**config.mk**
```make
export PLATFORM = sky130hd
export DESIGN_NAME = keysrch_driver
export DESIGN_NICKNAME = d
export VERILOG_FILES = /design/src/rtl/ks_pkg.sv /design/src/rtl/ks_lfsr_step.sv /design/src/rtl/ks_ctrl.sv /design/src/rtl/ks_chain.sv /design/src/rtl/keysrch_driver.sv
export SDC_FILE = /design/constraint.sdc
export NUM_CORES = 1
export LEC_CHECK = 0
export BUFFER_PORTS_ARGS = -buffer_cell sky130_fd_sc_hd__buf_2
export CORE_ASPECT_RATIO = 2
export CORE_MARGIN = 10
export CORE_UTILIZATION = 40
export DETAILED_ROUTE_END_ITERATION = 12
export PLACE_DENSITY = 0.67
export SKIP_CTS_REPAIR_TIMING = 1
export SLEW_MARGIN = 20
export SYNTH_ARGS = -nofsm -noshare
export SYNTH_HDL_FRONTEND = slang
export SYNTH_SLANG_ARGS = --single-unit
export TNS_END_PERCENT = 50
```
**constraint.sdc**
```tcl
create_clock -name clk -period 1.4 [get_ports clk]
set_clock_uncertainty 0.05 [all_clocks]
set_input_delay 0.14 -clock clk [delete_from_list [all_inputs] [get_ports clk]]
set_output_delay 0.14 -clock clk [all_outputs]
set_load 0.05 [all_outputs]
```
**src/rtl/ks_pkg.sv**
```systemverilog
`timescale 1ns/1ps
package ks_pkg;
  typedef enum logic [2:0] {
    MODE_HOLD  = 3'd0,
    MODE_SHIFT = 3'd1,
    MODE_SEED  = 3'd2,
    MODE_STEP  = 3'd3,
    MODE_LATCH = 3'd4
  } ks_mode_e;
endpackage

```
**src/rtl/ks_lfsr_step.sv**
```systemverilog
`timescale 1ns/1ps
// One Galois step: multiply the state by x modulo the feedback polynomial.
module ks_lfsr_step #(
  parameter int KEY_W = 64,
  parameter logic [KEY_W-1:0] TAPS = 64'h1B
) (
  input  logic [KEY_W-1:0] cur,
  output logic [KEY_W-1:0] nxt
);
  logic fb;
  assign fb = cur[KEY_W-1];

  for (genvar i = 0; i < KEY_W; i++) begin : g_bit
    if (i == 0) begin : g_low
      assign nxt[i] = fb & TAPS[i];
    end else begin : g_up
      assign nxt[i] = cur[i-1] ^ (fb & TAPS[i]);
    end
  end
endmodule

```
**src/rtl/ks_ctrl.sv**
```systemverilog
`timescale 1ns/1ps
// Decides what the register does this cycle; shifting outranks everything.
module ks_ctrl
  import ks_pkg::*;
(
  input  logic     shift_en,
  input  logic     run_en,
  input  logic     found,
  input  logic     hit,
  input  logic     key_zero,
  output ks_mode_e mode
);
  always_comb begin
    if (shift_en)             mode = MODE_SHIFT;
    else if (!run_en || found) mode = MODE_HOLD;
    else if (hit)             mode = MODE_LATCH;
    else if (key_zero)        mode = MODE_SEED;
    else                      mode = MODE_STEP;
  end
endmodule

```
**src/rtl/ks_chain.sv**
```systemverilog
`timescale 1ns/1ps
// The 65-bit status+key register with its serial path.
module ks_chain
  import ks_pkg::*;
#(
  parameter int KEY_W = 64,
  localparam int CH_W = KEY_W + 1
) (
  input  logic             clk,
  input  logic             rst_n,
  input  ks_mode_e         mode,
  input  logic             ser_in,
  input  logic [KEY_W-1:0] step_key,
  output logic [CH_W-1:0]  chain
);
  localparam logic [KEY_W-1:0] SEED = KEY_W'(1);

  always_ff @(posedge clk) begin
    if (!rst_n) begin
      chain <= '0;
    end else begin
      unique case (mode)
        MODE_SHIFT: chain <= {chain[CH_W-2:0], ser_in};
        MODE_LATCH: chain[CH_W-1] <= 1'b1;
        MODE_SEED:  chain[KEY_W-1:0] <= SEED;
        MODE_STEP:  chain[KEY_W-1:0] <= step_key;
        default:    chain <= chain;
      endcase
    end
  end
endmodule

```
**src/rtl/keysrch_driver.sv**
```systemverilog
`timescale 1ns/1ps
module keysrch_driver
  import ks_pkg::*;
#(
  parameter int KEY_W = 64,
  parameter logic [KEY_W-1:0] TAPS = 64'h1B,
  localparam int HALF_W = KEY_W / 2,
  localparam int CH_W = KEY_W + 1
) (
  input  logic              clk,
  input  logic              rst_n,
  input  logic              ser_in,
  output logic              ser_out,
  input  logic              shift_en,
  input  logic              run_en,
  output logic [HALF_W-1:0] key_hi,
  output logic [HALF_W-1:0] key_lo,
  input  logic              hit
);
  logic [CH_W-1:0]  chain;
  logic [KEY_W-1:0] key;
  logic [KEY_W-1:0] step_key;
  ks_mode_e         mode;

  assign key = chain[KEY_W-1:0];

  ks_lfsr_step #(.KEY_W(KEY_W), .TAPS(TAPS)) u_step (
    .cur (key),
    .nxt (step_key)
  );

  ks_ctrl u_ctrl (
    .shift_en (shift_en),
    .run_en   (run_en),
    .found    (chain[CH_W-1]),
    .hit      (hit),
    .key_zero (key == '0),
    .mode     (mode)
  );

  ks_chain #(.KEY_W(KEY_W)) u_chain (
    .clk      (clk),
    .rst_n    (rst_n),
    .mode     (mode),
    .ser_in   (ser_in),
    .step_key (step_key),
    .chain    (chain)
  );

  assign ser_out = chain[CH_W-1];
  assign key_hi  = key[KEY_W-1:HALF_W];
  assign key_lo  = key[HALF_W-1:0];
endmodule

```
After elaboration in Yosys (flattened, before gate mapping). Index checks and enable logic that the tools add are counted.

Reductions and logical operators: 5. Bitwise operators: 3. Eq/ne operators: 4. Muxes and demuxes: 6.

Operators with widths (count): 64-bit case mux with 3 select lines (1); 64-bit logical NOT (1); 3-bit 2-to-1 mux (3); 3-bit by 2-bit == test with 1-bit output, second input constant (2); 3-bit by 1-bit == test with 1-bit output, second input constant (1); 3-bit == test, second input constant (1); 3-bit nonzero test (1); 1-bit XOR (3); 1-bit case mux with 2 select lines (1); 2-bit nonzero test (1); 1-bit logical NOT (1); 1-bit logical OR (1); 1-bit 2-to-1 mux (1).

Register bits after elaboration: 65. Bits of input ports: 6. Output and inout bits: 65. Logic and storage cells: 20.

Logic depth before layout (Yosys ltp). Gate-level depths: netlist of run 1.

Word-level depth: 7. Mapped depth: 6. Gate-level depth less buffers: 4.

Cells and area by module. From an unflattened synthesis of run 1, not the netlist that was laid out.

Cell total of the unflattened synthesis: 390. Area, all modules: 3749.8 um2.

Modules (own cells, without submodules): ks_chain (cells an instance 301, times used 1, sequential area each 1301.2 um2, area an instance 3081.7 um2); ks_lfsr_step (cells an instance 64, times used 1, sequential area each 0.0 um2, area an instance 484.2 um2); keysrch_driver (cells an instance 21, times used 1, sequential area each 0.0 um2, area an instance 143.9 um2); ks_ctrl (cells an instance 4, times used 1, sequential area each 0.0 um2, area an instance 40.0 um2).

Least setup slack after synthesis of run 1. No wires, ideal clock.

Kind: reg2reg. Start: register u_chain.chain[33]. End: register u_chain.chain[0]. Library setup time: 74 ps. Path buffers: 0. Period minus slack after synthesis: 1680 ps. Stages on the path, launching flop included: 5. Slack: -280 ps. Arrival time: 1555 ps. Data required time: 1276 ps. Path through: dfxtp_1 > nor4_2 > nand4_1 > or4_1 > a31oi_1.

Word-level cells in the longest chain between the ends: 7. Elaborated cells on any way between the ends: 10. Those cells by class: 3 x eq/ne; 5 x mux; 2 x reduce/logical.

RTL lines: start: declaration (line ks_chain.sv:14) `output logic [CH_W-1:0] chain`; start signal: assignment (line ks_chain.sv:23) `MODE_SHIFT: chain <= {chain[CH_W-2:0], ser_in};`; start signal: indexed assignment (line ks_chain.sv:26) `MODE_STEP: chain[KEY_W-1:0] <= step_key;`; start signal: assignment (line ks_chain.sv:27) `default: chain <= chain;`; 64-bit logical NOT * (line keysrch_driver.sv:37) `.key_zero (key == '0),`; 1-bit 2-to-1 mux * (line ks_ctrl.sv:17) `else if (key_zero) mode = MODE_SEED;`; 3-bit 2-to-1 mux * (line ks_ctrl.sv:16) `else if (hit) mode = MODE_LATCH;`; 3-bit 2-to-1 mux * (line ks_ctrl.sv:15) `else if (!run_en || found) mode = MODE_HOLD;`; 3-bit 2-to-1 mux * (line ks_ctrl.sv:14) `if (shift_en) mode = MODE_SHIFT;`; 3-bit by 2-bit == test with 1-bit output / 3-bit by 1-bit == test with 1-bit output (equally long branches) (line ks_chain.sv:22) `unique case (mode)`; 64-bit case mux with 3 select lines / 3-bit nonzero test (equally long branches).

Mark *: on every way between the ends. The rest lies on a longest branch, timed or not. A chain may end at the register's enable or synchronous reset.

Worst setup path in the final report of run 1.
Start: register u_chain.chain[51]. End: register u_chain.chain[0].

The elaborated chain is that of the path after synthesis.

==> impl_results.md, run 1 <==
- H-tree level count: 3
- Vias per Instance: 5.06
- Dpl ws: -212 ps
- CTS tree: built
- Power Total: 0.00461 W
- Row cnt: 40
- Worst Max-Slew Pin Slew: 332 ps
- Initial DRC count: 181
- Core ar.: 5960 um2
- DP Wirelength: 5680 um
- CP max stage cell: or4_1
- CTS Buffer Depth: 2
- Synth-to-layout area growth: 59.2%
- Number of diodes: 0
- Status: finished with violations
- Die extent in x: 74.9 um
- DR vias: 2588
- Worst setup SP type: flop
- Worst path max stage delay: 480 ps
- Routed WL: 7820 um
- Largest cells by area after synthesis: dfxtp_1, nand2_1, a21oi_1
- Post-Syn Instances: 308
- Hold Worst Slack: 33.3 ps
- Final non-filler cell total: 511
- Headroom to the max-slew limit: 0.776
- Placed cell areas: 3470 um2
- Largest Register: u_chain.chain
- Clock transition at path regs: 50 ps
- Failing checks: setup timing
- Num Clock Sinks: 65
- RSZ-0062 raised after global routing: true
- Cell Chain, Critical Path: nor4_1 -> nand4_1 -> or4_1 -> a31oi_1
- TritonRoute pass-1 iters: 4
- Final worst setup slack: -166 ps
- Number of global-route vias before repair: 2648
- GRT Overall Usage: 0.166
- Initial Util: 0.405
- Final instance area: 3840 um2
- Die ar.: 9730 um2
- FILL cells: 520
- Max capacitance violation total: 0
- Top achievable clock speed: 639 MHz
- IO Pins: 71
- Mapped Area: 2410 um2
- Hold Violations, Final: 0
- Nets@finish: 449
- Final setup viols: 1
- Largest net degree at the start of global routing: 61
- CP arrival: 1770 ps
- Layout cells sized above 1: 0.493
- Seq/Total Area, Yosys: 0.539
- Hold Crit Class: in2reg
- Yosys top cell by area: dfxtp_1
- PD cells: 1200 nW/um2
- Per-cell routed wire length: 15.3 um
- Drt drc: 0
- Worst skew pair latency: 330 ps
- Pleak: 1.74 nW
- Syn_nets: 314
- Number of flip-flops under the largest register name: 65
- Global route overflow: 0
- Antenna-violating nets left: 0
- Root Buffer: clkbuf_16
- Worst endpoint required time: 1600 ps
- Share of the synthesized area in the top cell type: 0.539
- Syn_area_per_cell: 7.84 um2
- Biggest regs: u_chain.chain (65)
- First-pass GRT wire length: 12500 um
- TritonCTS Buffers: 9
- Yosys reg bits: 65
- Initial antenna violation count: 0
- Yosys warns: 0
- Period utilization: 1.12
- Setup crit end kind: flop
- IO buf count: 70
- Worst-path fanout max: 2
- Fin crit period: 1570 ps
- WS Path Type: reg2reg
- Post-synth cell types: 22
- Die Y: 130 um
- Max IR drop VDD: 1.09 mV
- Final Max Slew Viols: 0
- Routability cong.: 0.806
- Placed insts: 495
[worst max-delay path: cells and delay by family (launching register included)]
kind / cells / cell delay [ps]
and+or+nand+nor: 3 / 1000
AOI/OAI and AO/OA: 1 / 130
DFF: 1 / 310
[metal layers]
layer | global-route usage | up-vias | routed length (um)
met3 | 0.0418 | 12 | 343
met5 | 0 | - | 0
met1 | 0.164 | 1213 | 2930
met2 | 0.310 | 53 | 4370
li1 | - | 1310 | -
met4 | 0.0706 | 0 | 179
[synth_stat cells (all sizes together)]
library cell  count
buf               4
o221ai            1
a31oi             1
nand2           121
nor2              3
nor3              1
o21ai             2
a211oi            3
a21oi            62
nor4b             1
xor2              3
o21a              1
inv               3
nor4             15
nand2b            1
dfxtp            65
clkbuf           16
nand4             4
or4               1
[where the power goes]
part | switching (W) | internal [W] | total [W]
clock | 0.000790 | 0.00165 | 0.00244
combinational | 0.000212 | 0.000100 | 0.000312
sequential | 0.00000803 | 0.00185 | 0.00186
[through the flow]
stage / util / setup TNS, ps
5_1_grt: 0.646 / -288
6_report: 0.646 / -166
2_1_floorplan: - / -365
3_5_place_dp: 0.583 / -545
4_1_cts: 0.638 / -719
3_3_place_gp: 0.583 / -657
[cell type report]
class | instances | area [um2] | share of cell area
inverters | 3 | 11.3 | 0.00293
flip-flops and latches | 65 | 1390 | 0.361
well taps | 63 | 78.8 | 0.0205
clock buffers | 11 | 253 | 0.0657
clock inverters | 5 | 77.6 | 0.0202
repair buffers | 144 | 960 | 0.250
multi-input cells | 220 | 1080 | 0.280
[logic make-up (layout without fill, tap and decap cells)]
logic type             Yosys count  after routing  share of synthesized area
AND/OR/NAND/NOR                147            147                      0.261
AO/OA/AOI/OAI                   70             70                      0.151
flip-flops                      65             65                      0.539
buffers and inverters           23            163                     0.0378
XOR/XNOR                         3              3                     0.0109
[placed cells by master, fill, tap and decap left out, drive strengths merged, types with 2 or more instances in the layout]
cell type,instances
nand2,121
nor2,3
xor2,3
buf,144
a211oi,3
clkbuf,11
a21oi,62
inv,3
bufinv,2
clkinv,2
nor4,15
nand4,4
o21ai,2
dfxtp,65
[worst paths after layout]
check	start	endpoint	slack (ps)	cells past startpoint
setup / recovery	u_chain.chain[51]$_SDFFE_PN0P_	u_chain.chain[0]$_SDFFE_PN0P_	-170	4
hold / removal	rst_n	u_chain.chain[64]$_SDFFE_PN0P_	30	3
setup reg to reg	u_chain.chain[51]$_SDFFE_PN0P_	u_chain.chain[0]$_SDFFE_PN0P_	-170	4
hold reg to reg	u_chain.chain[60]$_SDFFE_PN0P_	u_chain.chain[60]$_SDFFE_PN0P_	450	2
Note: power is estimated with default switching activity, not from simulation.
==> run 2: changes to the inputs <==
- PLACE_DENSITY: 0.67 -> unset
- SKIP_CTS_REPAIR_TIMING: 1 -> unset
- SYNTH_HIERARCHICAL: unset -> 1
- clock period: 1.4 -> 1.7 ns (I/O delays scaled with it)
==> run 2 against run 1 <==
Critical path type unchanged. The flow still finishes with violations (setup timing). Synthesized cell count increased by 27%. Core utilization shrank 8.0 points. Maximum frequency down 37%. First-iteration DRC count down 19%.
==> impl_results.md, run 2 <==
- Num Clock Sinks: 65 (unchanged)
- Syn_area_per_cell: 9.61 um2 (+23%)
- Vias per Instance: 5.56 (+9.7%)
- PD cells: 1080 nW/um2 (-9.6%)
- Routed WL: 11300 um (+45%)
- Worst skew pair latency: 330 ps (about the same)
- CP max stage cell: dfxtp_4
- Top Family by Delay on Critical Path: simple AND/OR/NAND/NOR gates
- Number of diodes: 0 (unchanged)
- Worst path depth: 10 (+6)
- Global route overflow: 0 (unchanged)
- Headroom to the max-slew limit: 0.690 (-0.0862)
- Worst-path fanout max: 7 (+5)
- Row cnt: 50 (+25%)
- Antenna-violating nets left: 0 (unchanged)
- Seq/Total Area, Yosys: 0.347 (-0.192)
- Number of synthesized flops with an enable pin: 0 (unchanged)
- Drt drc: 0 (unchanged)
- Hold Worst Slack: 192 ps (+159 ps)
- Failing checks: setup timing
- Yosys top cell by area: dfxtp_1
- Nets@finish: 482 (+7.3%)
- Hold path depth: 4 (+1)
- Number of global-route vias before repair: 3408 (+29%)
- Die extent in x: 88.5 um (+18%)
- Area of the multi-input gates: 2010 um2 (+87%)
- Final setup viols: 65 (+64)
- CP arrival: 2650 ps (+880 ps)
- Worst Max-Slew Pin Slew: 465 ps (+132 ps)
- DR vias: 3251 (+26%)
- Max capacitance violation total: 0 (unchanged)
- Status: finished with violations
- Met3 global-route usage: 0.0461 (+0.00424)
- Die ar.: 13900 um2 (+43%)
- Yosys reg bits: 65 (unchanged)
- Reg area: 1390 um2 (+0.18%)
- Post-Syn Instances: 390 (+27%)
- M1 GR Usage: 0.171 (+0.00699)
- Layout cells sized above 1: 0.667 (+0.174)
- Worst endpoint required time: 1870 ps (+270 ps)
- Mapped Area: 3750 um2 (+55%)
- Fin crit period: 2480 ps (+917 ps)
- Pleak: 2.24 nW (+29%)
- Largest Register: u_chain/chain
- Worst path max stage delay: 350 ps (-130 ps)
- Reg2Reg Setup Slack: -780 ps (-620 ps)
- RSZ-0062 raised after global routing: true
- Hold Crit Class: in2reg
- Most frequent cells in the layout: buf_4, buf_2, nor2_1, a221oi_2, o21ai_1
- FILL cells: 787 (+51%)
- CTS Buffer Depth: 2 (unchanged)
- Worst setup SP type: flop
- Root Buffer: clkbuf_16
- Routability cong.: 0.781 (-3.1%)
- Crit path buf inv count: 2 (+2)
- Largest cells by area after synthesis: dfxtp_1, a221oi_2, buf_4
- IO Pins: 71 (unchanged)
- Die Y: 157 um (+21%)
- Biggest regs: u_chain/chain (65)
- GR Util met2: 0.292 (-0.0182)
- FF-to-FF path depth: 10 (+6)
- CTS tree: built
- Synth-to-layout area growth: 39.6%
- Hold Violations, Final: 0 (unchanged)
- Final Max Slew Viols: 0 (unchanged)
- GRT Overall Usage: 0.165 (-0.00165)
- Final worst setup slack: -783 ps (-617 ps)
- IO buf count: 70 (unchanged)
- Most Crowded Layer GR: met2
- Setup crit end kind: flop
- Share of the synthesized area in the top cell type: 0.347 (-0.192)
- Initial Util: 0.405 (-0.000462)
- WS Path Type: reg2reg
- Post-synth cell types: 27 (+23%)
- Yosys warns: 6 (+6)
- H-tree level count: 3 (unchanged)
- Cell Chain, Critical Path: nor4_4 -> buf_4 -> nand4_1 -> nor4_2 -> nor4b_2 -> or2_4 -> and3b_4 -> clkbuf_16 -> a221oi_2 -> nor2_1
- # hold bufs at CTS: 0
- Number of flip-flops under the largest register name: 65 (unchanged)
- First-pass GRT wire length: 17700 um (+41%)
- Initial antenna violation count: 0 (unchanged)
- Per-cell routed wire length: 19.4 um (+27%)
- Period utilization: 1.46 (+0.342)
- Dpl ws: -942 ps (-730 ps)
- Max IR drop VDD: 0.518 mV (-53%)
- Core ar.: 9260 um2 (+55%)
- Top achievable clock speed: 403 MHz (-37%)
- DP Wirelength: 7320 um (+29%)
- Synth Flop Type: dfxtp_1
- Async S/R FF share, synth: 0 (unchanged)
- Initial DRC count: 146 (-19%)
- Clock transition at path regs: 50 ps (about the same)
- Largest net degree at the start of global routing: 46 (-25%)
- Syn_nets: 396 (+26%)
- Most common cell after layout, fill and taps aside: buf_4
- TritonRoute pass-1 iters: 4 (unchanged)
- TritonCTS Buffers: 9 (unchanged)
- Commonest cells post-synth: dfxtp_1, nor2_1, buf_4, o21ai_0, a221oi_2
==> run 2: cell type report <==
cell class / instances / share of cell area
clock buffers: 12 / 0.0471
clock inverters: 4 / 0.00526
inverters: 1 / 0.000956
multi-input cells: 229 / 0.385
flip-flops and latches: 65 / 0.266
well taps: 104 / 0.0249
repair buffers: 170 / 0.271
==> run 2: kinds of logic (layout without fill, tap and decap cells) <==
group                     Yosys count  after routing  share of synthesized area
AOI/OAI and AO/OA                 132            132                      0.344
xor gates and xnor gates            3              3                    0.00701
DFF                                65             65                      0.347
and+or+nand+nor                    92             93                      0.118
buffers and inverters              97            187                      0.181
muxes                               1              1                    0.00267
==> run 2: where the power goes <==
group	switching (W)	internal (W)	total [W]
Clock	0.000673	0.00103	0.00170
Combinational	0.00131	0.000838	0.00215
Sequential	0.000120	0.00170	0.00182
==> run 2: layer usage <==
metal / vias to the layer above / share of wire
met1: 1541 / 0.36
met3: 24 / 0.051
li1: 1609 / -
met4: 0 / 0.031
met5: - / 0
met2: 77 / 0.55
==> run 2: path summary, 6_finish.rpt <==
kind | start | endpoint
min reg2reg | u_chain/chain[20]$_SDFFE_PN0P_ | u_chain/chain[20]$_SDFFE_PN0P_
max reg2reg | u_chain/chain[30]$_SDFFE_PN0P_ | u_chain/chain[24]$_SDFFE_PN0P_
max | u_chain/chain[30]$_SDFFE_PN0P_ | u_chain/chain[24]$_SDFFE_PN0P_
min | ser_in | u_chain/chain[0]$_SDFFE_PN0P_
==> run 2: metrics by stage <==
step           power (W)  cell area [um2]   util  std cells  TNS, ps
2_1_floorplan    0.00326             3840      -        390   -43200
3_3_place_gp     0.00368             4370  0.472        554   -57310
3_5_place_dp     0.00370             4370  0.472        554   -59010
4_1_cts          0.00558             4990  0.539        582   -46560
5_1_grt          0.00593             5240  0.565        585   -56050
6_report         0.00567             5240  0.565        585   -47690
==> run 2: worst reg2reg max path: stages (launching register included) <==
cell and delay [ps]:
dfxtp_4 350, nor4_4 250, buf_4 150, nand4_1 150
nor4_2 310, nor4b_2 90, or2_4 250, and3b_4 270
clkbuf_16 200, a221oi_2 240, nor2_1 80
==> run 2: timing repair <==
item                                    4_1_cts  5_1_grt
setup buffers                                 6        0
pin swaps                                    87       34
gates resized for setup                      58       54
cloned                                        7        3
endpoints found under the setup margin       65       65
==> run 3: changes to the inputs <==
==> constraint.sdc (replaced) <==
create_clock -name clk -period 1.7 [get_ports clk]
set_clock_uncertainty 0.05 [all_clocks]
set_input_delay 0.085 -clock clk [delete_from_list [all_inputs] [get_ports clk]]
set_output_delay 0.085 -clock clk [all_outputs]
set_load 0.05 [all_outputs]
==> run 3 against run 2 <==
The flow still finishes with violations (setup timing). Global-route usage shrank 1.5 points. Die area did not move. Register-to-register slack worse by 100 ps. Cell area is 3.2% lower. Largest power group unchanged. Highest routed layer unchanged.
==> impl_results.md, run 3 (synthesis gave the netlist of run 2 again) <==
- Status: finished with violations
- Failing checks: setup timing
- Biggest regs: u_chain/chain (65)
- Largest Register: u_chain/chain
- CP max stage cell: nor4_1
- Worst reg2reg path endpoint: u_chain/chain[28]$_SDFFE_PN0P_
- H-tree level count: 3 (unchanged)
- Most common cell after layout, fill and taps aside: buf_4
- M1 GR Usage: 0.152 (-0.0183)
- Num Clock Sinks: 65 (unchanged)
- Worst Max-Slew Pin Slew: 613 ps (+148 ps)
- # hold bufs at CTS: 0 (unchanged)
- Clock transition at path regs: 60 ps (about the same)
- Worst r2r src: u_chain/chain[23]$_SDFFE_PN0P_
- GR Util met2: 0.265 (-0.0272)
- IO Pins: 71 (unchanged)
- RSZ-0062 raised after global routing: true
- Antenna-violating nets left: 0 (unchanged)
- Reg2Reg Setup Slack: -880 ps (-100 ps)
- CP arrival: 2750 ps (+100 ps)
- Most Crowded Layer GR: met2
- Worst endpoint required time: 1870 ps (about the same)
- Vias per Instance: 5.51 (-0.80%)
- Root Buffer: clkbuf_16
- Top Family by Delay on Critical Path: simple AND/OR/NAND/NOR gates
- Final Max Slew Viols: 0 (unchanged)
- Cell Chain, Critical Path: nor4_1 -> nand4_1 -> nor4_2 -> nor4b_2 -> or2_4 -> and3b_4 -> clkbuf_16 -> a221oi_2 -> nor2_1
- Largest net degree at the start of global routing: 46 (unchanged)
- Number of flip-flops under the largest register name: 65 (unchanged)
- Final worst setup slack: -882 ps (-99.6 ps)
- Die ar.: 13900 um2 (unchanged)
- Worst setup SP type: flop
- Number of diodes: 0 (unchanged)
- CP startpoint: u_chain/chain[23]$_SDFFE_PN0P_
- Pleak: 2.19 nW (-2.4%)
- Placed insts: 555 (+0.18%)
- Layout cells sized above 1: 0.636 (-0.0316)
- Initial antenna violation count: 0 (unchanged)
- Power Total: 0.00581 W (+2.4%)
- End of the critical path: u_chain/chain[28]$_SDFFE_PN0P_
- Number of global-route vias before repair: 3181 (-6.7%)
- Period utilization: 1.52 (+0.0586)
- Routability cong.: 0.763 (-2.3%)
- Most frequent cells in the layout: buf_4, buf_2, nor2_1, a221oi_2, o21ai_0
- FF-to-FF path depth: 9 (-1)
- Global route overflow: 0 (unchanged)
- Setup crit end kind: flop
- Top achievable clock speed: 387 MHz (-3.9%)
- Crit path buf inv count: 1 (-1)
- Worst skew pair latency: 340 ps (about the same)
- Die Y: 157 um (unchanged)
- Max IR drop VDD: 0.555 mV (+7.1%)
- Hold Crit Class: in2reg
- Worst path depth: 9 (-1)
- CTS tree: built
- IO buf count: 70 (unchanged)
- DP Wirelength: 7310 um (about the same)
- Routed WL: 10800 um (-4.7%)
- TritonRoute pass-1 iters: 4 (unchanged)
- Final setup viols: 65 (unchanged)
- Headroom to the max-slew limit: 0.586 (-0.104)
- PD cells: 1150 nW/um2 (+5.8%)
- Initial DRC count: 202 (+38%)
- Fin util: 0.547 (-0.0182)
- Nets@finish: 477 (-1.0%)
- Initial Util: 0.405 (unchanged)
- Fin crit period: 2580 ps (+99.6 ps)
- First-pass GRT wire length: 16300 um (-7.9%)
- Per-cell routed wire length: 18.7 um (-3.7%)
- Die extent in x: 88.5 um (unchanged)
- Area of the multi-input gates: 1970 um2 (-2.2%)
- DR vias: 3192 (-1.8%)
- Worst-path fanout max: 13 (+6)
- GRT Overall Usage: 0.150 (-0.0149)
- Drt drc: 0 (unchanged)
- Final non-filler cell total: 579 (-1.0%)
- Row cnt: 50 (unchanged)
- Hold Violations, Final: 0 (unchanged)
- FILL cells: 833 (+5.8%)
- Core ar.: 9260 um2 (unchanged)
- Worst path max stage delay: 410 ps (+60 ps)
- WS Path Type: reg2reg
- Max capacitance violation total: 0 (unchanged)
- Reg area: 1390 um2 (unchanged)
- CTS Buffer Depth: 2 (unchanged)
- Met3 global-route usage: 0.0414 (-0.00466)
- TritonCTS Buffers: 9 (unchanged)
- Synth-to-layout area growth: 35.1%
[run 3: cell types whose count changed in the layout (fill, tap and decap cells not counted), moves of 4 or more]
| cell | before | now |
|---|---|---|
| o21ai_1 | 43 | 13 |
| a221oi_2 | 54 | 50 |
| o21ai_0 | 12 | 50 |
| buf_16 | 6 | 0 |
| o21ai_2 | 7 | 0 |
| buf_4 | 73 | 79 |
| buf_6 | 9 | 4 |
[run 3: layer usage]
| metal | part of all wire | vias to the layer above | routed length [um] |
|---|---|---|---|
| met4 | 0.033 | 0 | 357 |
| met1 | 0.38 | 1502 | 4060 |
| met3 | 0.052 | 21 | 563 |
| li1 | - | 1585 | - |
| met2 | 0.54 | 84 | 5830 |
| met5 | 0 | - | 0 |
[run 3: tightest hold or removal path, stage by stage]
cell,delay (ps)
buf_2,70
mux2i_1,60
nand3b_1,90
o211a_1,140
[run 3: what timing repair did]
action / CTS / global route
hold endpoints to repair: 0 / 0
gates cloned: 0 / 7
gates resized for setup: 6 / 30
pin swaps: 22 / 25
setup endpoints to repair: 65 / 65
buffers inserted: 1 / 1
[run 3: where the power goes]
group          switching, W  total (W)  internal (W)
Sequential         0.000112    0.00181       0.00170
Clock              0.000657    0.00195       0.00129
Combinational       0.00126    0.00204      0.000776
[run 3: stage by stage]
step	setup TNS (ps)	area, um2	hold WS [ps]	setup slack [ps]
floorplan	-43200	3840	309	-678
global placement	-55110	4390	433	-899
detailed placement	-56850	4390	431	-924
CTS	-51000	4750	78.4	-841
global route	-60330	5070	102	-987
finish	-52550	5070	91.8	-882
[run 3: worst min-delay path by stage]
stage,from,cells after the start,to,slack (ps)
after detailed placement,ser_in,4,u_chain/chain[0]$_SDFFE_PN0P_,430
after floorplan,ser_in,3,u_chain/chain[0]$_SDFFE_PN0P_,310
final,ser_in,4,u_chain/chain[0]$_SDFFE_PN0P_,90
after global placement,ser_in,4,u_chain/chain[0]$_SDFFE_PN0P_,430
after global routing,ser_in,4,u_chain/chain[0]$_SDFFE_PN0P_,100
after CTS,ser_in,4,u_chain/chain[0]$_SDFFE_PN0P_,80
[run 3: area by class of cell]
| cell class | count | area share |
|---|---|---|
| Multi-Input combinational cell | 229 | 0.389 |
| Sequential cell | 65 | 0.275 |
| Timing Repair Buffer | 165 | 0.247 |
| Clock buffer | 13 | 0.0556 |
| Tap cell | 104 | 0.0257 |
| Clock inverter | 2 | 0.00692 |
| Inverter | 1 | 0.000988 |
